## config.mk

```make
export PLATFORM = sky130hd
export DESIGN_NAME = pll_retune_seq
export DESIGN_NICKNAME = d
export VERILOG_FILES = /design/src/rtl/pll_seq_pkg.sv /design/src/rtl/pll_seq_settle.sv /design/src/rtl/pll_seq_lock_watch.sv /design/src/rtl/pll_seq_div_bank.sv /design/src/rtl/pll_retune_seq.sv
export SDC_FILE = /design/constraint.sdc
export NUM_CORES = 1
export LEC_CHECK = 0
export ABC_CLOCK_PERIOD_IN_PS = 13100
export BUFFER_PORTS_ARGS = -buffer_cell sky130_fd_sc_hd__clkbuf_2
export CORE_ASPECT_RATIO = 1.5
export CORE_MARGIN = 2
export CORE_UTILIZATION = 55
export DETAILED_ROUTE_END_ITERATION = 16
export MAX_ROUTING_LAYER = met4
export PLACE_DENSITY = 0.89
export SYNTH_ARGS = -nofsm -noshare
export SYNTH_HDL_FRONTEND = slang
export SYNTH_HIERARCHICAL = 1
export SYNTH_SLANG_ARGS = --single-unit
```

## constraint.sdc

```tcl
create_clock -name clk -period 13.1 [get_ports clk]
set_input_delay 0 -clock clk [delete_from_list [all_inputs] [get_ports clk]]
set_output_delay 0 -clock clk [all_outputs]
set_load 0.02 [all_outputs]
```

## src/rtl/pll_seq_pkg.sv

```systemverilog
// Shared definitions for the PLL retune sequencer: FSM states, mux mode
// codes and the settle-time rule. Assumes nothing beyond 32-bit arithmetic.
package pll_seq_pkg;

    typedef enum logic [2:0] {
        ST_IDLE,
        ST_BYPASS,
        ST_RST,
        ST_LOAD,
        ST_SETTLE,
        ST_POLL,
        ST_RESUME,
        ST_DONE
    } seq_state_t;

    localparam logic [1:0] MODE_SLOW   = 2'd0;
    localparam logic [1:0] MODE_NORMAL = 2'd1;
    localparam logic [1:0] MODE_DEEP   = 2'd2;

    // Settle time in microseconds after reset release for a reference ratio.
    function automatic int unsigned settle_us(input int unsigned ref_ratio);
        return (ref_ratio * 500) / 24 + 1;
    endfunction

endpackage

```

## src/rtl/pll_seq_settle.sv

```systemverilog
// Down-counter for the post-reset settle wait.
// Loads a cycle count and reports the last cycle of the wait (count == 1).
// Assumes the loaded value is at least 1.
module pll_seq_settle #(
    parameter int unsigned CNT_W = 12
) (
    input  logic             clk,
    input  logic             rst_n,
    input  logic             load,
    input  logic [CNT_W-1:0] load_val,
    output logic             expire
);

    logic [CNT_W-1:0] cnt_q;

    // Load on request, otherwise count down to zero and stay there.
    always_ff @(posedge clk) begin
        if (!rst_n) begin
            cnt_q <= '0;
        end else if (load) begin
            cnt_q <= load_val;
        end else if (cnt_q != '0) begin
            cnt_q <= cnt_q - CNT_W'(1);
        end
    end

    assign expire = (cnt_q == CNT_W'(1));

endmodule

```

## src/rtl/pll_seq_lock_watch.sv

```systemverilog
// Lock poller with a bounded number of polls.
// While polling is high, each cycle samples lock; after LIMIT samples without
// lock it flags a timeout. The count clears whenever polling is low.
module pll_seq_lock_watch #(
    parameter int unsigned LIMIT = 24000000,
    parameter int unsigned CNT_W = 25
) (
    input  logic clk,
    input  logic rst_n,
    input  logic polling,
    input  logic lock_i,
    output logic locked,
    output logic timeout
);

    logic [CNT_W-1:0] cnt_q;
    logic             at_limit;

    assign at_limit = (cnt_q == CNT_W'(LIMIT - 1));

    // Count failed polls; restart the count outside a polling window.
    always_ff @(posedge clk) begin
        if (!rst_n || !polling) begin
            cnt_q <= '0;
        end else if (!lock_i && !at_limit) begin
            cnt_q <= cnt_q + CNT_W'(1);
        end
    end

    assign locked  = polling && lock_i;
    assign timeout = polling && !lock_i && at_limit;

endmodule

```

## src/rtl/pll_seq_div_bank.sv

```systemverilog
// Holds the requested and the prior divider ratios of one run.
// Both are captured together at start; the output picks prior or requested.
module pll_seq_div_bank #(
    parameter int unsigned W = 35
) (
    input  logic         clk,
    input  logic         rst_n,
    input  logic         capture,
    input  logic         use_old,
    input  logic [W-1:0] new_i,
    input  logic [W-1:0] old_i,
    output logic [W-1:0] sel_o
);

    logic [W-1:0] new_q;
    logic [W-1:0] old_q;

    // Snapshot both ratio sets when a run is accepted.
    always_ff @(posedge clk) begin
        if (!rst_n) begin
            new_q <= '0;
            old_q <= '0;
        end else if (capture) begin
            new_q <= new_i;
            old_q <= old_i;
        end
    end

    assign sel_o = use_old ? old_q : new_q;

endmodule

```

## src/rtl/pll_retune_seq.sv

```systemverilog
// PLL retune sequencer top.
// On an accepted start: park the mux on the slow reference if it was normal,
// frame the divider write with PLL reset (RESET_STYLE), wait the settle time,
// poll lock with a bound, write back the prior ratios once on timeout, then
// return the mux to normal if it was moved. Assumes the mux and divider
// registers are written outside from the strobes given here.
module pll_retune_seq #(
    parameter int unsigned REF_W       = 6,
    parameter int unsigned OUT_W       = 4,
    parameter int unsigned FB_W        = 13,
    parameter int unsigned BW_W        = 12,
    parameter int unsigned CYC_PER_US  = 24,
    parameter int unsigned LOCK_POLLS  = 24000000,
    parameter int unsigned RESET_STYLE = 1
) (
    input  logic             clk,
    input  logic             rst_n,
    input  logic             start_i,
    input  logic [REF_W-1:0] ref_div_i,
    input  logic [OUT_W-1:0] out_div_i,
    input  logic [FB_W-1:0]  fb_div_i,
    input  logic [BW_W-1:0]  bw_div_i,
    input  logic [REF_W-1:0] cur_ref_i,
    input  logic [OUT_W-1:0] cur_out_i,
    input  logic [FB_W-1:0]  cur_fb_i,
    input  logic [BW_W-1:0]  cur_bw_i,
    input  logic [1:0]       mode_i,
    output logic             mode_wr_o,
    output logic [1:0]       mode_sel_o,
    output logic             pll_rst_o,
    output logic             div_wr_o,
    output logic [REF_W-1:0] ref_div_o,
    output logic [OUT_W-1:0] out_div_o,
    output logic [FB_W-1:0]  fb_div_o,
    output logic [BW_W-1:0]  bw_div_o,
    input  logic             lock_i,
    output logic             busy_o,
    output logic             done_o,
    output logic             err_o
);

    import pll_seq_pkg::*;

    localparam int unsigned DIV_W      = REF_W + OUT_W + FB_W + BW_W;
    localparam int unsigned SETTLE_MAX = settle_us((1 << REF_W) - 1) * CYC_PER_US;
    localparam int unsigned SETTLE_W   = $clog2(SETTLE_MAX + 1);
    localparam int unsigned POLL_W     = $clog2(LOCK_POLLS + 1);
    localparam bit          USE_RST    = (RESET_STYLE != 0);
    localparam seq_state_t  AFTER_BYP  = USE_RST ? ST_RST : ST_LOAD;
    localparam seq_state_t  AFTER_LOAD = USE_RST ? ST_SETTLE : ST_POLL;

    seq_state_t           state_q, state_d;
    logic                 remux_q;
    logic                 restore_q;
    logic                 err_q;
    logic                 accept;
    logic                 settle_done;
    logic                 locked;
    logic                 timeout;
    logic [DIV_W-1:0]     div_bus;
    logic [SETTLE_W-1:0]  settle_cycles;

    assign accept = (state_q == ST_IDLE) && start_i;

    pll_seq_div_bank #(.W(DIV_W)) u_bank (
        .clk     (clk),
        .rst_n   (rst_n),
        .capture (accept),
        .use_old (restore_q),
        .new_i   ({ref_div_i, out_div_i, fb_div_i, bw_div_i}),
        .old_i   ({cur_ref_i, cur_out_i, cur_fb_i, cur_bw_i}),
        .sel_o   (div_bus)
    );

    assign {ref_div_o, out_div_o, fb_div_o, bw_div_o} = div_bus;

    // Settle length derived from the reference ratio being written.
    always_comb begin
        settle_cycles = SETTLE_W'(settle_us(32'(ref_div_o)) * CYC_PER_US);
    end

    pll_seq_settle #(.CNT_W(SETTLE_W)) u_settle (
        .clk      (clk),
        .rst_n    (rst_n),
        .load     (state_q == ST_LOAD),
        .load_val (settle_cycles),
        .expire   (settle_done)
    );

    pll_seq_lock_watch #(.LIMIT(LOCK_POLLS), .CNT_W(POLL_W)) u_lock (
        .clk     (clk),
        .rst_n   (rst_n),
        .polling (state_q == ST_POLL),
        .lock_i  (lock_i),
        .locked  (locked),
        .timeout (timeout)
    );

    // Next-state selection for the retune run.
    always_comb begin
        state_d = state_q;
        case (state_q)
            ST_IDLE:   if (start_i) state_d = ST_BYPASS;
            ST_BYPASS: state_d = AFTER_BYP;
            ST_RST:    state_d = ST_LOAD;
            ST_LOAD:   state_d = AFTER_LOAD;
            ST_SETTLE: if (settle_done) state_d = ST_POLL;
            ST_POLL: begin
                if (locked) begin
                    state_d = ST_RESUME;
                end else if (timeout) begin
                    state_d = restore_q ? ST_RESUME : AFTER_BYP;
                end
            end
            ST_RESUME: state_d = ST_DONE;
            ST_DONE:   state_d = ST_IDLE;
            default:   state_d = ST_IDLE;
        endcase
    end

    // State register and per-run flags (mux moved, restoring, error).
    always_ff @(posedge clk) begin
        if (!rst_n) begin
            state_q   <= ST_IDLE;
            remux_q   <= 1'b0;
            restore_q <= 1'b0;
            err_q     <= 1'b0;
        end else begin
            state_q <= state_d;
            if (accept) begin
                remux_q   <= (mode_i == MODE_NORMAL);
                restore_q <= 1'b0;
                err_q     <= 1'b0;
            end else if (timeout) begin
                err_q     <= 1'b1;
                restore_q <= 1'b1;
            end
        end
    end

    // Mux writes: slow on entry, normal on exit, only when the run moved it.
    always_comb begin
        mode_wr_o  = remux_q && ((state_q == ST_BYPASS) || (state_q == ST_RESUME));
        mode_sel_o = (state_q == ST_RESUME) ? MODE_NORMAL : MODE_SLOW;
    end

    generate
        if (USE_RST) begin : g_rst_frame
            assign pll_rst_o = (state_q == ST_RST) || (state_q == ST_LOAD);
        end else begin : g_no_rst
            assign pll_rst_o = 1'b0;
        end
    endgenerate

    assign div_wr_o = (state_q == ST_LOAD);
    assign busy_o   = (state_q != ST_IDLE);
    assign done_o   = (state_q == ST_DONE);
    assign err_o    = err_q;

endmodule

```

==> out/metrics.cfg, run 1 <==
[clocking]
htreeDepth = 4
cts_root_buf = clkbuf_16
cts-buffers-inserted = 17
clockBufferDepth = 2
cts.sinks = 115

[floorplan]
die_x_microns = 119.1
rows = 63
die_h_microns = 176.6
start_util_pct = 55.64
num_io_pins = 119

[logic_synthesis]
synth_compound_area_share_pct = 22.63
ys_seq_area_share_pct = 21.08
ys_seq_elements = 115
synth_xor_area_share_pct = 5.132
synthesis.area_sq_um = 10920
yosysWarningCount = 6
syn_avg_cell_area_sq_um = 8.499
synth_edf_count = 0
synth-adder-area-share_pct = 7.653
async_reset_ff_share_pct = 0
synth_simple_gate_area_share_pct = 25.12
muxShareOfSynthArea_pct = 12.80
synth_ff_type = dfxtp_1
yosys-top-cells-area = dfxtp_1 (21%), mux2i_1 (7.4%), ha_1 (4.8%)
synth_cell_type_count = 126
synth_area_leader_cell = dfxtp_1
synth_top_area_share_pct = 21.08
synthesis.instances = 1285
synth_top_family_by_area = simple AND/OR/NAND/NOR gates

[global_route]
grt.total_usage_pct = 58.09
grt_max_degree = 89
grt-ovfl-total = 4

[place]
hpwl_mm = 24.64
dpl_cell_area_sq_um = 12200
dpl.cell_count = 1684
io_buffers = 117
place.gp.congestion = 1.004

[run_status]
status = did not finish
error = [ERROR GRT-0232] Routing congestion too high. Check the congestion heatmap in the GUI.
lastStage = 5_1_grt

[sta]
crit_endpoint = u_settle/cnt_q[14]$_SDFFE_PN0P_/D
endpoint_type = register data pin

## Yosys cell counts, types with 32 or more instances
master and n:
dfxtp_1 115, nand2_1 94, nor2_1 86, mux2i_1 81
nor2b_1 81, a21oi_1 78, inv_1 57, nand3_1 47
o21ai_0 45, ha_1 42, xnor2_1 34, mux2_4 32
## metrics by stage
step                hold WS [ps]  utilization, %  setup slack (ps)  setup TNS, ps
CTS                        56.26           70.00             12.56              0
detailed placement         266.0           62.14            -327.7         -506.3
global placement           255.1           62.14            -17.93         -17.93
floorplan                  117.5               -             12.07              0
## repair_timing
item | in CTS
gates resized for setup | 24
setup endpoints to repair | 3
hold buffers | 72
pin swaps | 16
hold endpoints to repair | 71
buffers inserted | 13
## cell families after synthesis
family | Yosys count
multiplexers | 122
adder cells (fa/ha/maj) | 59
buffers and inverters | 114
AND/OR/NAND/NOR | 488
other | 1
XOR/XNOR | 61
flip-flops | 115
AO/OA/AOI/OAI | 325
## metal layers
metal | GRT usage (%) | overflow
met1 | 54.64 | 0
met2 | 77.20 | 2
met3 | 38.05 | 0
met4 | 57.79 | 2
met5 | - | -
==> inputs of run 2 (changes only) <==
- ABC_CLOCK_PERIOD_IN_PS: 13100 -> 17000
- CORE_ASPECT_RATIO: 1.5 -> unset
- CORE_UTILIZATION: 55 -> 40
- MAX_ROUTING_LAYER: met4 -> unset
- PLACE_DENSITY: 0.89 -> unset
- PLACE_DENSITY_LB_ADDON: unset -> 0.15
- clock period: 13.1 -> 17 ns (I/O delays scaled with it)
==> out/metrics.cfg, run 2 <==
[final_layout]
nets = 1579
layout_common_cells = clkbuf_2 (117), dfxtp_1 (114), nand2_1 (94)
diodes = 0
fillers = 2624
stdcell_count = 1799
multiInputGateArea_sq_um = 8041
finalInstanceArea_sq_um = 12900
reg_top3 = u_bank/new_q (35), u_bank/old_q (35), u_lock/cnt_q (25)
layout_commonest_cell = clkbuf_2
final-seq-area_sq_um = 2303
area_delta_synth_final_pct = 18.11
layout-drive-gt1-share_pct = 19.41

[clocking]
cts_tree = built
cts-buffers-inserted = 17  ; unchanged
cts_setup_buffers = 0  ; was 13
htreeDepth = 4  ; unchanged
cts_root_buf = clkbuf_16  ; unchanged
cts.sinks = 115  ; unchanged
clk_pin_slew_worst_paths_ps = 50
clockBufferDepth = 2  ; unchanged
clk_latency_ps = 410

[sta]
hold_slack_ps = 57.01
max_slew.worst_pin.slew_ps = 973.2
setup_viol = 0
final.setup.tns_ps = 0
min_period_ps = 15810
fin_worst_skew_ps = 12.58
fin_crit_sh_pct = 92.97
clock.fmax_mhz = 63.27
slew_violations = 0
slew_headroom_pct = 34.87
rsz0062_at_grt = no
hold_viol = 0

[global_route]
grt_max_degree = 89
grt-ovfl-total = 0
grt.total_usage_pct = 21.02
grt_pass1_wl_mm = 49.72
first_global_vias = 9753
antenna_found_initial = 0

[floorplan]
rows = 60  ; was 63
core_sq_um = 26880
die_x_microns = 169.2  ; was 119.1 microns
die_h_microns = 169.2  ; was 176.6 microns
num_io_pins = 119  ; unchanged
dieArea_sq_um = 28640
start_util_pct = 40.64  ; was 55.64%

[drt]
drt_iter0_markers = 547
wl_mm = 30.29
firstDrtPassIters = 6
avgViaCountPerCell = 5.629
post_drt_wl_per_cell_microns = 16.84
drcViolationCount = 0
vias = 10130
ant_nets = 0

[logic_synthesis]
ys_seq_area_share_pct = 21.08  ; unchanged
synthesis.area_sq_um = 10920  ; unchanged
yosysWarningCount = 6  ; unchanged
synth_edf_count = 0  ; unchanged
synth_most_common_cell = dfxtp_1  ; unchanged
synth_cell_type_count = 126  ; unchanged
synth_ff_type = dfxtp_1  ; unchanged
yosys-top-cells-area = dfxtp_1 (21%), mux2i_1 (7.4%), ha_1 (4.8%)  ; unchanged
synth_top_area_share_pct = 21.08  ; unchanged
async_reset_ff_share_pct = 0  ; unchanged
ys_seq_elements = 115  ; unchanged
syn_avg_cell_area_sq_um = 8.499  ; unchanged
ys_top_cells_by_count = dfxtp_1 (115), nand2_1 (94), nor2_1 (86)  ; unchanged
synthesis.instances = 1285  ; unchanged
synth_area_leader_cell = dfxtp_1  ; unchanged

[worst_setup_path]
start_kind = flop
path_common_cell = a21oi_1
cp_max_fo = 35
cpPeakStageDelay_ps = 650
critical_path_class = reg2reg
worstPathArrival_ps = 16100
cp-end-kind = flop
cp_slowest_cell = nor3_2
required_ps = 17290

[place]
io_buffers = 117  ; unchanged
hpwl_mm = 22.60  ; was 24.64 mm
place.gp.congestion = 0.8927  ; was 1.004
dpl.cell_count = 1696  ; was 1684
dpl_cell_area_sq_um = 11610  ; was 12200 sq um

[worst_hold_path]
min_path_type = in2reg

[run_status]
status = completed  ; was did not finish

[run]
cap_violations = 0

## run 2: final cells by class
cell class / count / share of cell area [%]
multi-input cells: 1059 / 62.34
flip-flops and latches: 115 / 17.86
repair buffers: 195 / 10.49
clock buffers: 21 / 3.647
well taps: 341 / 3.307
inverters: 59 / 1.717
clock inverters: 9 / 0.6402
## run 2: path summary, 6_finish.rpt
kind	from	cells past startpoint	slack, ps	endpoint
max	err_o	55	1190	u_settle/cnt_q[14]
min	start_i	4	60	state_q[0]
max reg2reg	err_o	55	1190	u_settle/cnt_q[14]
min reg2reg	u_lock/cnt_q[1]	2	490	u_lock/cnt_q[1]
## run 2: through the flow
step                utilization [%]  worst slack [ps]
finish                        48.00              1195
CTS                           47.96              1007
global route                  48.00             87.49
detailed placement            43.18              1062
global placement              43.18              1409
floorplan                         -              3274
## run 2: layer usage
layer  wire, microns  GRT usage [%]  share of wire (%)
met4             342          4.571                1.1
met2           13820          33.93                 46
met5               0              0                  0
met3            1551          3.778                5.1
met1           14570          29.29                 48
## run 2: logic make-up after synthesis
kind of cell    synth area share (%)
simple gates                   25.12
fa+ha+maj                      7.653
xor+xnor                       5.132
flops                          21.08
compound gates                 22.63
other cells                  0.03434
buf+inv                        5.556
mux                            12.80
## run 2: repair_timing
item                                    in CTS  in global routing
resized for setup                            0                  2
endpoints found under the hold margin       71                  0
endpoints found under the setup margin       0                  2
hold buffers                                73                  0
## run 2: critical path: cells and delay by family (launching register included)
kind                     cells  cell delay (ps)
AO/OA/AOI/OAI               23             5360
XOR/XNOR                     3              960
adder cells (fa/ha/maj)      7             3060
buffers and inverters        5              850
flip-flops                   1              380
multiplexers                 2             1000
AND/OR/NAND/NOR             15             4070
Power of run 2 is not shown: default switching activity piles up to over one toggle a cycle in this logic, so the estimate is an artifact.
